===== src/rtl/ncl_fa_pkg.sv =====
// Package: shared dual-rail encoding for the self-timed adder.
// Assumes bit 1 of a pair is the true rail and bit 0 the false rail.
package ncl_fa_pkg;
    typedef logic [1:0] rail_t;

    localparam rail_t RAIL_NULL  = 2'b00;
    localparam rail_t RAIL_ZERO  = 2'b01;
    localparam rail_t RAIL_ONE   = 2'b10;
    localparam rail_t RAIL_BAD   = 2'b11;

    // Width of one weight field in a threshold gate's weight vector.
    localparam int unsigned WEIGHT_W = 4;

    // True when the pair carries a legal bit value.
    function automatic logic is_data(rail_t r);
        return (r == RAIL_ZERO) || (r == RAIL_ONE);
    endfunction
endpackage


===== src/rtl/ncl_th_gate.sv =====
// Module: weighted threshold gate with hysteresis, as one flip-flop.
// The output sets when the weighted count of set inputs reaches THRESH.
// It clears only when every input is clear, and otherwise holds.
// Assumes the inputs obey the DATA/NULL alternation; weights are unsigned.
module ncl_th_gate
    import ncl_fa_pkg::*;
#(
    parameter int unsigned N       = 3,
    parameter int unsigned THRESH  = 2,
    parameter logic [N*WEIGHT_W-1:0] WEIGHTS = {N{4'd1}}
) (
    input  logic         clk,
    input  logic         rst_n,
    input  logic [N-1:0] in_rails,
    output logic         q
);
    localparam int unsigned SUM_W = WEIGHT_W + $clog2(N + 1);

    logic [SUM_W-1:0] weighted;

    // Weighted count of the inputs that are currently set.
    always_comb begin
        weighted = '0;
        for (int i = 0; i < int'(N); i++) begin
            if (in_rails[i]) begin
                weighted = weighted + SUM_W'(WEIGHTS[i*WEIGHT_W +: WEIGHT_W]);
            end
        end
    end

    // Set on threshold, clear on all-NULL, otherwise hold.
    always_ff @(posedge clk) begin
        if (!rst_n) begin
            q <= 1'b0;
        end else if (weighted >= SUM_W'(THRESH)) begin
            q <= 1'b1;
        end else if (in_rails == '0) begin
            q <= 1'b0;
        end
    end
endmodule


===== src/rtl/ncl_completion.sv =====
// Module: completion detector over PAIRS dual-rail pairs.
// Rises when every pair is valid DATA, falls when every pair is NULL,
// and holds in between, like a C-element over the pair states.
module ncl_completion
    import ncl_fa_pkg::*;
#(
    parameter int unsigned PAIRS = 2
) (
    input  logic               clk,
    input  logic               rst_n,
    input  logic [2*PAIRS-1:0] rails,
    output logic               done
);
    logic [PAIRS-1:0] pair_data;
    logic [PAIRS-1:0] pair_null;

    // Classify each pair separately.
    for (genvar p = 0; p < PAIRS; p++) begin : g_pair
        assign pair_data[p] = is_data(rails[2*p +: 2]);
        assign pair_null[p] = (rails[2*p +: 2] == RAIL_NULL);
    end

    // Completion state with hysteresis between full DATA and full NULL.
    always_ff @(posedge clk) begin
        if (!rst_n) begin
            done <= 1'b0;
        end else if (&pair_data) begin
            done <= 1'b1;
        end else if (&pair_null) begin
            done <= 1'b0;
        end
    end
endmodule


===== src/rtl/ncl_code_check.sv =====
// Module: flags any input pair that has both rails set.
// The flag is registered and reflects the previous clock's inputs only.
module ncl_code_check
    import ncl_fa_pkg::*;
#(
    parameter int unsigned PAIRS = 3
) (
    input  logic               clk,
    input  logic               rst_n,
    input  logic [2*PAIRS-1:0] rails,
    output logic               err
);
    logic [PAIRS-1:0] pair_bad;

    // Detect the illegal code per pair.
    for (genvar p = 0; p < PAIRS; p++) begin : g_pair
        assign pair_bad[p] = (rails[2*p +: 2] == RAIL_BAD);
    end

    // Register the OR of the per-pair detections.
    always_ff @(posedge clk) begin
        if (!rst_n) begin
            err <= 1'b0;
        end else begin
            err <= |pair_bad;
        end
    end
endmodule


===== src/rtl/ncl_full_adder.sv =====
// Module: self-timed dual-rail full adder.
// Carry rail b is a 2-of-3 gate over rail b of the three inputs.
// Sum rail b is a 3-of-4 gate over rail b of the three inputs plus the
// opposite carry rail, which has weight 2. Completion and illegal-code
// detection sit beside the gates. Assumes the caller alternates full
// DATA and full NULL wavefronts on the inputs.
module ncl_full_adder
    import ncl_fa_pkg::*;
(
    input  logic       clk,
    input  logic       rst_n,
    input  logic [1:0] x_rails,
    input  logic [1:0] y_rails,
    input  logic [1:0] ci_rails,
    output logic [1:0] s_rails,
    output logic [1:0] co_rails,
    output logic       done,
    output logic       code_err
);
    localparam int unsigned RAILS = 2;

    // One carry gate and one sum gate per rail polarity.
    for (genvar b = 0; b < RAILS; b++) begin : g_rail
        ncl_th_gate #(
            .N       (3),
            .THRESH  (2),
            .WEIGHTS ({4'd1, 4'd1, 4'd1})
        ) u_carry (
            .clk      (clk),
            .rst_n    (rst_n),
            .in_rails ({ci_rails[b], y_rails[b], x_rails[b]}),
            .q        (co_rails[b])
        );

        ncl_th_gate #(
            .N       (4),
            .THRESH  (3),
            .WEIGHTS ({4'd2, 4'd1, 4'd1, 4'd1})
        ) u_sum (
            .clk      (clk),
            .rst_n    (rst_n),
            .in_rails ({co_rails[RAILS-1-b], ci_rails[b], y_rails[b], x_rails[b]}),
            .q        (s_rails[b])
        );
    end

    ncl_completion #(.PAIRS(2)) u_done (
        .clk   (clk),
        .rst_n (rst_n),
        .rails ({co_rails, s_rails}),
        .done  (done)
    );

    ncl_code_check #(.PAIRS(3)) u_check (
        .clk   (clk),
        .rst_n (rst_n),
        .rails ({ci_rails, y_rails, x_rails}),
        .err   (code_err)
    );
endmodule


===== config.mk =====
export PLATFORM = sky130hd
export DESIGN_NAME = ncl_full_adder
export DESIGN_NICKNAME = d
export VERILOG_FILES = /design/src/rtl/ncl_fa_pkg.sv /design/src/rtl/ncl_th_gate.sv /design/src/rtl/ncl_completion.sv /design/src/rtl/ncl_code_check.sv /design/src/rtl/ncl_full_adder.sv
export SDC_FILE = /design/constraint.sdc
export NUM_CORES = 1
export LEC_CHECK = 0
export BUFFER_PORTS_ARGS = -buffer_cell sky130_fd_sc_hd__buf_4
export CAP_MARGIN = 20
export CORE_AREA = 2 2 49 51
export DETAILED_ROUTE_END_ITERATION = 8
export DIE_AREA = 0 0 51 53
export GPL_TIMING_DRIVEN = 0
export SKIP_CTS_REPAIR_TIMING = 1
export SYNTH_ARGS = -nofsm -noshare
export SYNTH_HDL_FRONTEND = slang
export SYNTH_HIERARCHICAL = 1
export SYNTH_SLANG_ARGS = --single-unit

===== constraint.sdc =====
create_clock -name clk -period 3.07 [get_ports clk]
set_input_delay 0.614 -clock clk [delete_from_list [all_inputs] [get_ports clk]]
set_output_delay 0.614 -clock clk [all_outputs]
set_load 0.02 [all_outputs]

==> results.py, run 1 <==
metrics = {
    "synth": {
        "synthCells": 73,
        "synth_top_family_by_area": "adder cells",
        "ys_types": 22,
        "yosys.area.top_type_share_pct": 26.02,
        "ys.flop_type": "dfxtp_1",
        "synth.cell_area_um2": 673.1,
        "syn_nets": 97,
        "ys_warn_count": 6,
        "synthSimpleGateAreaFrac_pct": 16.91,
        "synth_compound_area_share_pct": 18.03,
        "yosys-top-cells-count": "ha_1 (14), inv_1 (14), nor2_1 (8)",
        "ys_ff_latch": 6,
        "syn_area_per_cell_um2": 9.221,
        "synth_edf_count": 0,
        "synth_xor_area_share_pct": 0,
        "yosysTopAreaCell": "ha_1",
        "synth_mux_area_share_pct": 4.461,
        "ys_seq_area_share_pct": 17.84,
        "synthTopCellsByArea": "ha_1 (26%), dfxtp_1 (18%), inv_1 (7.8%)",
        "synthArstFlopShare_pct": 0,
        "synth_adder_area_share_pct": 34.94,
    },
    "timing": {
        "hold_viol_final": 0,
        "worstMarginPinSlew_ns": 0.2986,
        "min_period_over_period_pct": 63.25,
        "tns_ns": 0,
        "final-setup-viol-count": 0,
        "max_freq_mhz": 515.0,
        "skew_ns": 0.006009,
        "timing.final.crit_period_ns": 1.942,
        "grt_setup_unrepaired": "no",
        "slew_headroom_pct": 80.10,
        "drv_slew": 0,
    },
    "power_and_ir_drop": {
        "p_int_mw": 0.1867,
        "ir_drop_uv": 141.3,
        "clockPowerShare_pct": 25.7,
        "p_sw_share_pct": 33.00,
        "power_frac_seq_pct": 34.7,
        "fin_total_pwr_mw": 0.2787,
        "power_frac_comb_pct": 39.6,
        "p_switching_mw": 0.09197,
        "p_per_area_nw_per_um2": 336.5,
        "p_leak_nw": 0.4363,
    },
    "drt": {
        "wl_per_cell_um": 10.80,
        "wl_mm": 1.264,
        "first_pass_iters": 4,
        "final_antenna_net_count": 0,
        "drt_iter0_markers": 13,
        "vias": 540,
        "drt-vias-per-instance": 4.615,
        "drc": 0,
    },
    "global_routing": {
        "antenna_found_initial": 0,
        "grt_pass1_wl_mm": 2.090,
        "grt_max_degree": 11,
        "grtUsageTotal_pct": 10.30,
        "grt_pass1_vias": 499,
        "grt_overflow": 0,
    },
    "clock_network": {
        "clockBufferDepth": 2,
        "clock_sinks": 6,
        "cts_made_buffers": 3,
        "clkLatencyLatePin_ns": 0.24,
        "htreeDepth": 1,
        "root_buffer": "clkbuf_4",
        "clk_pin_slew_worst_paths_ns": 0.05,
        "cts_tree": "done",
    },
    "cells_and_area": {
        "diodes": 0,
        "drive_gt1_share_pct": 29.21,
        "final_nets": 115,
        "fillers": 225,
        "seq_area_um2": 120.1,
        "multiInputGateArea_um2": 500.5,
        "syn_to_final_growth_pct": 23.05,
    },
    "worst_hold_path": {
        "hp-class": "register to register",
    },
    "floorplan": {
        "io_pins": 14,
        "rows": 17,
        "die_w_um": 51,
        "die-area_um2": 2703,
        "start_util_pct": 31.33,
        "die_h_um": 53,
        "core_area_um2": 2148,
    },
    "critical_path": {
        "crit_buf_inv": 1,
        "cp_top_family": "adder cells",
        "crit_chain": "buf_4 > fa_1 > mux2_4 > a221oi_2 > a31oi_1 > o21a_1",
        "cp.required_ns": 3.20,
        "slowest_stage": "fa_1",
        "arrival_ns": 2.07,
        "start_kind": "input port",
        "worstSetupPathType": "input port to register",
        "worstPathMaxFanout": 6,
        "cp-end-kind": "register",
        "cpPeakStageDelay_ns": 0.53,
    },
    "place": {
        "port_buffers": 13,
        "hpwlAfterDp_um": 997.5,
        "place_congestion": 0.6923,
    },
    "run_status": {
        "outcome": "completed",
    },
    "run": {
        "drv_cap": 0,
    },
}
==> per-stage QoR <==
| stage | worst slack, ns | hold WS [ns] | std cells | utilization, % | instance area [µm²] |
|---|---|---|---|---|---|
| 6_report | 1.128 | 0.4849 | 117 | 38.56 | 828.3 |
| 5_1_grt | 1.049 | 0.5038 | 117 | 38.56 | 828.3 |
| 4_1_cts | 1.151 | 0.4887 | 117 | 38.56 | 828.3 |
| 3_5_place_dp | 0.8947 | 0.4775 | 114 | 37.51 | 805.8 |
| 3_3_place_gp | 0.9180 | 0.4645 | 114 | 37.51 | 805.8 |
| 2_1_floorplan | 1.115 | 0.5913 | 73 | - | 673.1 |
==> logic make-up after synthesis <==
| kind of cell | count (synthesis) |
|---|---|
| buf+inv | 14 |
| compound gates | 14 |
| simple gates | 19 |
| mux | 2 |
| flops | 6 |
| fa+ha+maj | 18 |
==> cell type report <==
| class | count | area share [%] |
|---|---|---|
| multi-input cells | 53 | 60.42 |
| flip-flops and latches | 6 | 14.50 |
| repair buffers | 13 | 11.78 |
| inverters | 14 | 6.344 |
| well taps | 28 | 4.230 |
| clock buffers | 3 | 2.719 |
==> placed cells by master, fill, tap and decap left out, drive strengths merged, types with 3 or more instances in the layout <==
master   n
and3     3
inv     14
clkbuf   3
ha      14
dfxtp    6
nor2     8
nor2b    3
buf     13
==> worst paths after layout <==
kind | startpoint | to | slack (ns) | depth (start not counted)
worst max-delay path | x_rails[0] | g_rail[0].u_sum/q | 1.13 | 6
worst min-delay path | u_done/done | u_done/done | 0.48 | 1
worst max register to register | g_rail[0].u_carry/q | u_done/done | 1.77 | 4
worst min register to register | u_done/done | u_done/done | 0.48 | 1
==> sequential cells by signal, indices dropped and copies added, names as in the netlist <==
| signal | cells |
|---|---|
| u_check/err | 1 |
| g_rail.u_sum/q | 2 |
| g_rail.u_carry/q | 2 |
| u_done/done | 1 |
==> power groups by stage <==
stage	combinational, mW	sequential [mW]	clock, mW
after global routing	0.124	0.0979	0.0766
after detailed placement	0.111	0.0983	0
after CTS	0.111	0.0967	0.0753
final	0.110	0.0967	0.0717
after floorplan	0.0585	0.107	0
after global placement	0.107	0.0977	0
==> layer usage <==
layer	wire length (µm)	global-route usage, %	vias to the layer above
met3	50	0.8475	4
li1	-	-	283
met1	580	12.05	243
met4	33	8.108	0
met2	600	17.32	10
met5	0	0	-
Note: power is estimated with default switching activity, not from simulation.
==> run 2, diff against run 1 <==
Clock period 3.07 ns to 1.55 ns, I/O delays scaled along.
==> run 2 against run 1 <==
Compared with the run above: the flow now finishes with violations (negative setup slack); critical path type unchanged; sequential cell count did not move; die area did not move; clock power rose by 90%; core utilization rose by 2.8 points; critical path depth did not move; setup slack got worse by 1.1 ns; cell count rose by 2.6%; non-clock buffer count rose by 3; count of clock-buffer cells in the layout did not move.
==> results.py, run 2 (synthesized netlist as in run 1, its figures left out) <==
metrics = {
    "critical_path": {
        "crit_chain": "buf_8 > fa_1 > mux2_4 > a221oi_2 > a31oi_1 > o21a_1",
        "crit_buf_inv": 1,
        "cp-end-kind": "register",
        "worstPathMaxFanout": 6,
        "slowest_stage": "fa_1",
        "worstSetupPathType": "input port to register",
        "cp.required_ns": 1.68,
        "cp_top_family": "adder cells",
        "arrival_ns": 1.70,
        "start_kind": "input port",
        "cpPeakStageDelay_ns": 0.52,
    },
    "place": {
        "hpwlAfterDp_um": 990.7,
        "dp_cells": 114,
        "port_buffers": 13,
        "place_congestion": 0.6906,
    },
    "cells_and_area": {
        "top_regs": "g_rail.u_carry/q x2, g_rail.u_sum/q x2",
        "drive_gt1_share_pct": 32.61,
        "final_nets": 118,
        "final_cells": 120,
        "fillers": 215,
        "multiInputGateArea_um2": 503.0,
        "syn_to_final_growth_pct": 31.97,
        "seq_area_um2": 120.1,
        "diodes": 0,
        "final_cell_mix": "inv_1 (14), ha_1 (14), buf_4 (11), nor2_1 (8), dfxtp_1 (6)",
    },
    "floorplan": {
        "start_util_pct": 31.33,
        "rows": 17,
        "die_w_um": 51,
        "die_h_um": 53,
        "io_pins": 14,
        "die-area_um2": 2703,
        "core_area_um2": 2148,
    },
    "drt": {
        "vias": 554,
        "final_antenna_net_count": 0,
        "first_pass_iters": 4,
        "dr_wl_met2_um": 722,
        "wl_mm": 1.326,
        "top_layer": "met3",
        "met3_length_um": 40,
        "drt_iter0_markers": 7,
        "wl_per_cell_um": 11.05,
        "wl_met1_um": 562,
        "drt-vias-per-instance": 4.617,
        "drc": 0,
    },
    "global_routing": {
        "grt_overflow": 0,
        "grt_pass1_wl_mm": 2.180,
        "antenna_found_initial": 0,
        "grtUsageTotal_pct": 10.65,
        "grt_max_degree": 11,
        "grt_pass1_vias": 554,
    },
    "run": {
        "drv_cap": 0,
    },
    "timing": {
        "grt_setup_unrepaired": "yes",
        "slew_headroom_pct": 80.19,
        "skew_ns": 0.003885,
        "tns_ns": -0.03160,
        "timing.final.crit_period_ns": 1.568,
        "max_freq_mhz": 637.9,
        "drv_slew": 0,
        "final-setup-viol-count": 2,
        "worstMarginPinSlew_ns": 0.2971,
        "fin_ws_ns": -0.01767,
        "hold_viol_final": 0,
        "min_period_over_period_pct": 101.1,
    },
    "clock_network": {
        "clkLatencyLatePin_ns": 0.24,
        "clockBufferDepth": 2,
        "htreeDepth": 1,
        "cts_made_buffers": 3,
        "root_buffer": "clkbuf_4",
        "clk_pin_slew_worst_paths_ns": 0.04,
        "cts_tree": "done",
        "clock_sinks": 6,
    },
    "power_and_ir_drop": {
        "ir_drop_uv": 363.5,
        "p_per_area_nw_per_um2": 641.5,
        "p_leak_nw": 0.4621,
    },
    "run_status": {
        "violations": "negative setup slack",
        "outcome": "complete, but fails checks",
    },
    "worst_hold_path": {
        "hp-class": "input port to register",
    },
}
run 2: final cells by class:
cell class | count | share of cell area [%]
clock buffer | 3 | 2.535
tap | 28 | 3.944
sequential | 6 | 13.52
multi-input combinational | 53 | 56.62
timing repair buffer | 16 | 17.46
inverter | 14 | 5.915
run 2: routing by layer:
metal,track usage [%],vias to the layer above
met3,0.8475,0
met1,11.17,255
li1,-,291
met2,20.56,8
met5,0,-
met4,6.306,0
run 2: worst reg2reg max path, delay by kind of cell (launching register included):
family	cells	cell delay [ns]
adder cells (fa/ha/maj)	1	0.29
AND/OR/NAND/NOR	1	0.18
buffers and inverters	1	0.08
AO/OA/AOI/OAI	1	0.17
flip-flops	1	0.48
run 2: power by group:
part	internal [mW]	switching, mW
registers	0.174	0.0182
clock network	0.0871	0.0491
logic	0.129	0.113
total	0.389	0.181
run 2: path summary, 6_finish.rpt:
check	from	end	cells after the start	slack, ns
worst min register to register	u_done/done	u_done/done	1	0.48
worst min-delay path	rst_n	g_rail[0].u_sum/q	2	0.34
worst max register to register	g_rail[0].u_carry/q	u_done/done	4	0.24
worst max-delay path	y_rails[1]	g_rail[1].u_sum/q	6	-0.02
run 2: stage by stage:
step | utilization (%) | cell area [µm²] | power, mW | worst slack (ns) | hold WS (ns)
floorplan | - | 673.1 | 0.3282 | -0.08550 | 0.4275
global placement | 37.51 | 805.8 | 0.4045 | -0.2987 | 0.4647
detailed placement | 37.51 | 805.8 | 0.4132 | -0.3098 | 0.4690
CTS | 38.56 | 828.3 | 0.5548 | -0.05709 | 0.3331
global route | 41.35 | 888.4 | 0.6161 | -0.1182 | 0.3543
finish | 41.35 | 888.4 | 0.5699 | -0.01767 | 0.3446
==> run 3, diff against run 2 <==
--- a/config.mk
+++ b/config.mk
@@ -13,2 +13,3 @@
 export GPL_TIMING_DRIVEN = 0
+export SETUP_SLACK_MARGIN = 0.3
 export SKIP_CTS_REPAIR_TIMING = 1
==> constraint.sdc (replaced) <==
create_clock -name clk -period 1.55 [get_ports clk]
set_input_delay 0.0775 -clock clk [delete_from_list [all_inputs] [get_ports clk]]
set_output_delay 0.0775 -clock clk [all_outputs]
set_load 0.02 [all_outputs]
==> run 3 against run 2 <==
Compared with the run above: the flow now finishes without violations; power shrank 1.7%; clock skew down 0.0018 ns; clock power rose by 6%; sequential power is essentially flat; global-route usage grew 0.76 points; critical path type unchanged; combinational power decreased by 7%; design area shrank 3.4%; first-iteration DRC count unchanged; cell count down 1.7%; via count grew 0.18%; sequential share of layout area increased by 1.1 points.
==> results.py, run 3 (synthesized netlist as in run 1, its figures left out) <==
metrics = {
    "run_status": {
        "outcome": "completed",
    },
    "clock_network": {
        "clk_pin_slew_worst_paths_ns": 0.05,
        "clock_sinks": 6,
        "htreeDepth": 1,
        "cts_tree": "done",
        "clkLatencyLatePin_ns": 0.24,
        "root_buffer": "clkbuf_4",
        "cts_made_buffers": 3,
        "clockBufferDepth": 2,
    },
    "place": {
        "place_congestion": 0.7623,
        "port_buffers": 13,
        "hpwlAfterDp_mm": 1.004,
    },
    "worst_hold_path": {
        "min-delay-start": "rst_n",
        "hp-class": "input port to register",
    },
    "drt": {
        "final_antenna_net_count": 0,
        "first_pass_iters": 4,
        "drc": 0,
        "drt-vias-per-instance": 4.703,
        "vias": 555,
        "wl_mm": 1.249,
        "wl_per_cell_um": 10.58,
        "drt_iter0_markers": 7,
    },
    "cells_and_area": {
        "drive_gt1_share_pct": 33.33,
        "final_cell_mix": "inv_1 (14), ha_1 (14), buf_4 (11), nor2_1 (8), dfxtp_1 (4)",
        "diodes": 0,
        "top_regs": "g_rail.u_carry/q x2, g_rail.u_sum/q x2",
        "final_nets": 116,
        "syn_to_final_growth_pct": 27.51,
    },
    "floorplan": {
        "die-area_um2": 2703,
        "io_pins": 14,
        "rows": 17,
        "start_util_pct": 31.33,
        "core_area_um2": 2148,
        "die_h_um": 53,
        "die_w_um": 51,
    },
    "timing": {
        "worstMarginPinSlew_ns": 0.2654,
        "tns_ns": 0,
        "max_freq_mhz": 741.8,
        "slew_headroom_pct": 82.31,
        "timing.final.crit_period_ns": 1.348,
        "final-setup-viol-count": 0,
        "hold_viol_final": 0,
        "whs_ns": 0.1024,
        "skew_ns": 0.002112,
        "min_period_over_period_pct": 86.97,
        "grt_setup_unrepaired": "yes",
        "drv_slew": 0,
    },
    "critical_path": {
        "worstPathMaxFanout": 4,
        "crit_chain": "buf_8 > fa_1 > mux2_4 > a221oi_2 > a31oi_1 > o21a_1",
        "cp_top_family": "adder cells",
        "slowest_stage": "fa_1",
        "cpPeakStageDelay_ns": 0.52,
        "startpoint": "x_rails[1]",
        "cp.required_ns": 1.69,
        "regToRegSetupSlack_ns": 0.36,
        "start_kind": "input port",
        "cp-end-kind": "register",
        "crit_buf_inv": 1,
        "worstReg2RegStart": "g_rail[1].u_carry/q",
        "arrival_ns": 1.48,
        "worstSetupPathType": "input port to register",
    },
    "global_routing": {
        "grtUsageTotal_pct": 11.41,
        "grt_pass1_vias": 564,
        "grt_max_degree": 11,
        "antenna_found_initial": 0,
        "grt_overflow": 0,
        "grt_pass1_wl_mm": 2.346,
    },
    "power_and_ir_drop": {
        "p_per_area_nw_per_um2": 652.6,
        "ir_drop_uv": 256.8,
        "p_leak_nw": 0.4460,
    },
    "run": {
        "drv_cap": 0,
    },
}
==> run 3: changes by cell type in the layout (fill, tap and decap cells not counted) <==
cell / change
buf_8: -1
buf_12: -1
dfxtp_2: +1
dfxtp_1: -2
dfxtp_4: +1
==> run 3: metal layers <==
| layer | vias up | track usage, % | routed length (µm) |
|---|---|---|---|
| met3 | 0 | 2.542 | 40 |
| met1 | 264 | 14.02 | 593 |
| li1 | 285 | - | - |
| met2 | 6 | 18.18 | 616 |
| met4 | 0 | 6.757 | 0 |
| met5 | - | 0 | 0 |
==> run 3: cell type report <==
cell class                 count  area (µm²)
fill                         207        1290
multi-input combinational     53       503.0
sequential                     6       125.1
timing repair buffer          14       120.1
inverter                      14       52.55
tap                           28       35.03
clock buffer                   3       22.52
==> run 3: metrics by stage <==
stage                     setup WS [ns]  instance area [µm²]  instances  util, %  total power, mW
after global placement         -0.04797                808.3        114    37.62           0.4054
final                            0.2019                858.3        118    39.95           0.5602
after global routing             0.1551                858.3        118    39.95           0.6096
after detailed placement       -0.08513                808.3        114    37.62           0.4140
after floorplan                  0.1567                675.6         73        -           0.3293
after CTS                        0.1799                830.8        117    38.67           0.5621
==> run 3: where the power goes <==
group          switching, mW  internal [mW]  total, mW
clock                 0.0564         0.0876      0.144
sequential            0.0176          0.174      0.192
combinational          0.109          0.116      0.225
total                  0.183          0.377      0.560
==> run 3: final timing paths <==
path	to	cells after the start
min	g_rail[1].u_sum/q	2
min reg2reg	u_done/done	1
max	g_rail[1].u_sum/q	6
max reg2reg	u_done/done	4
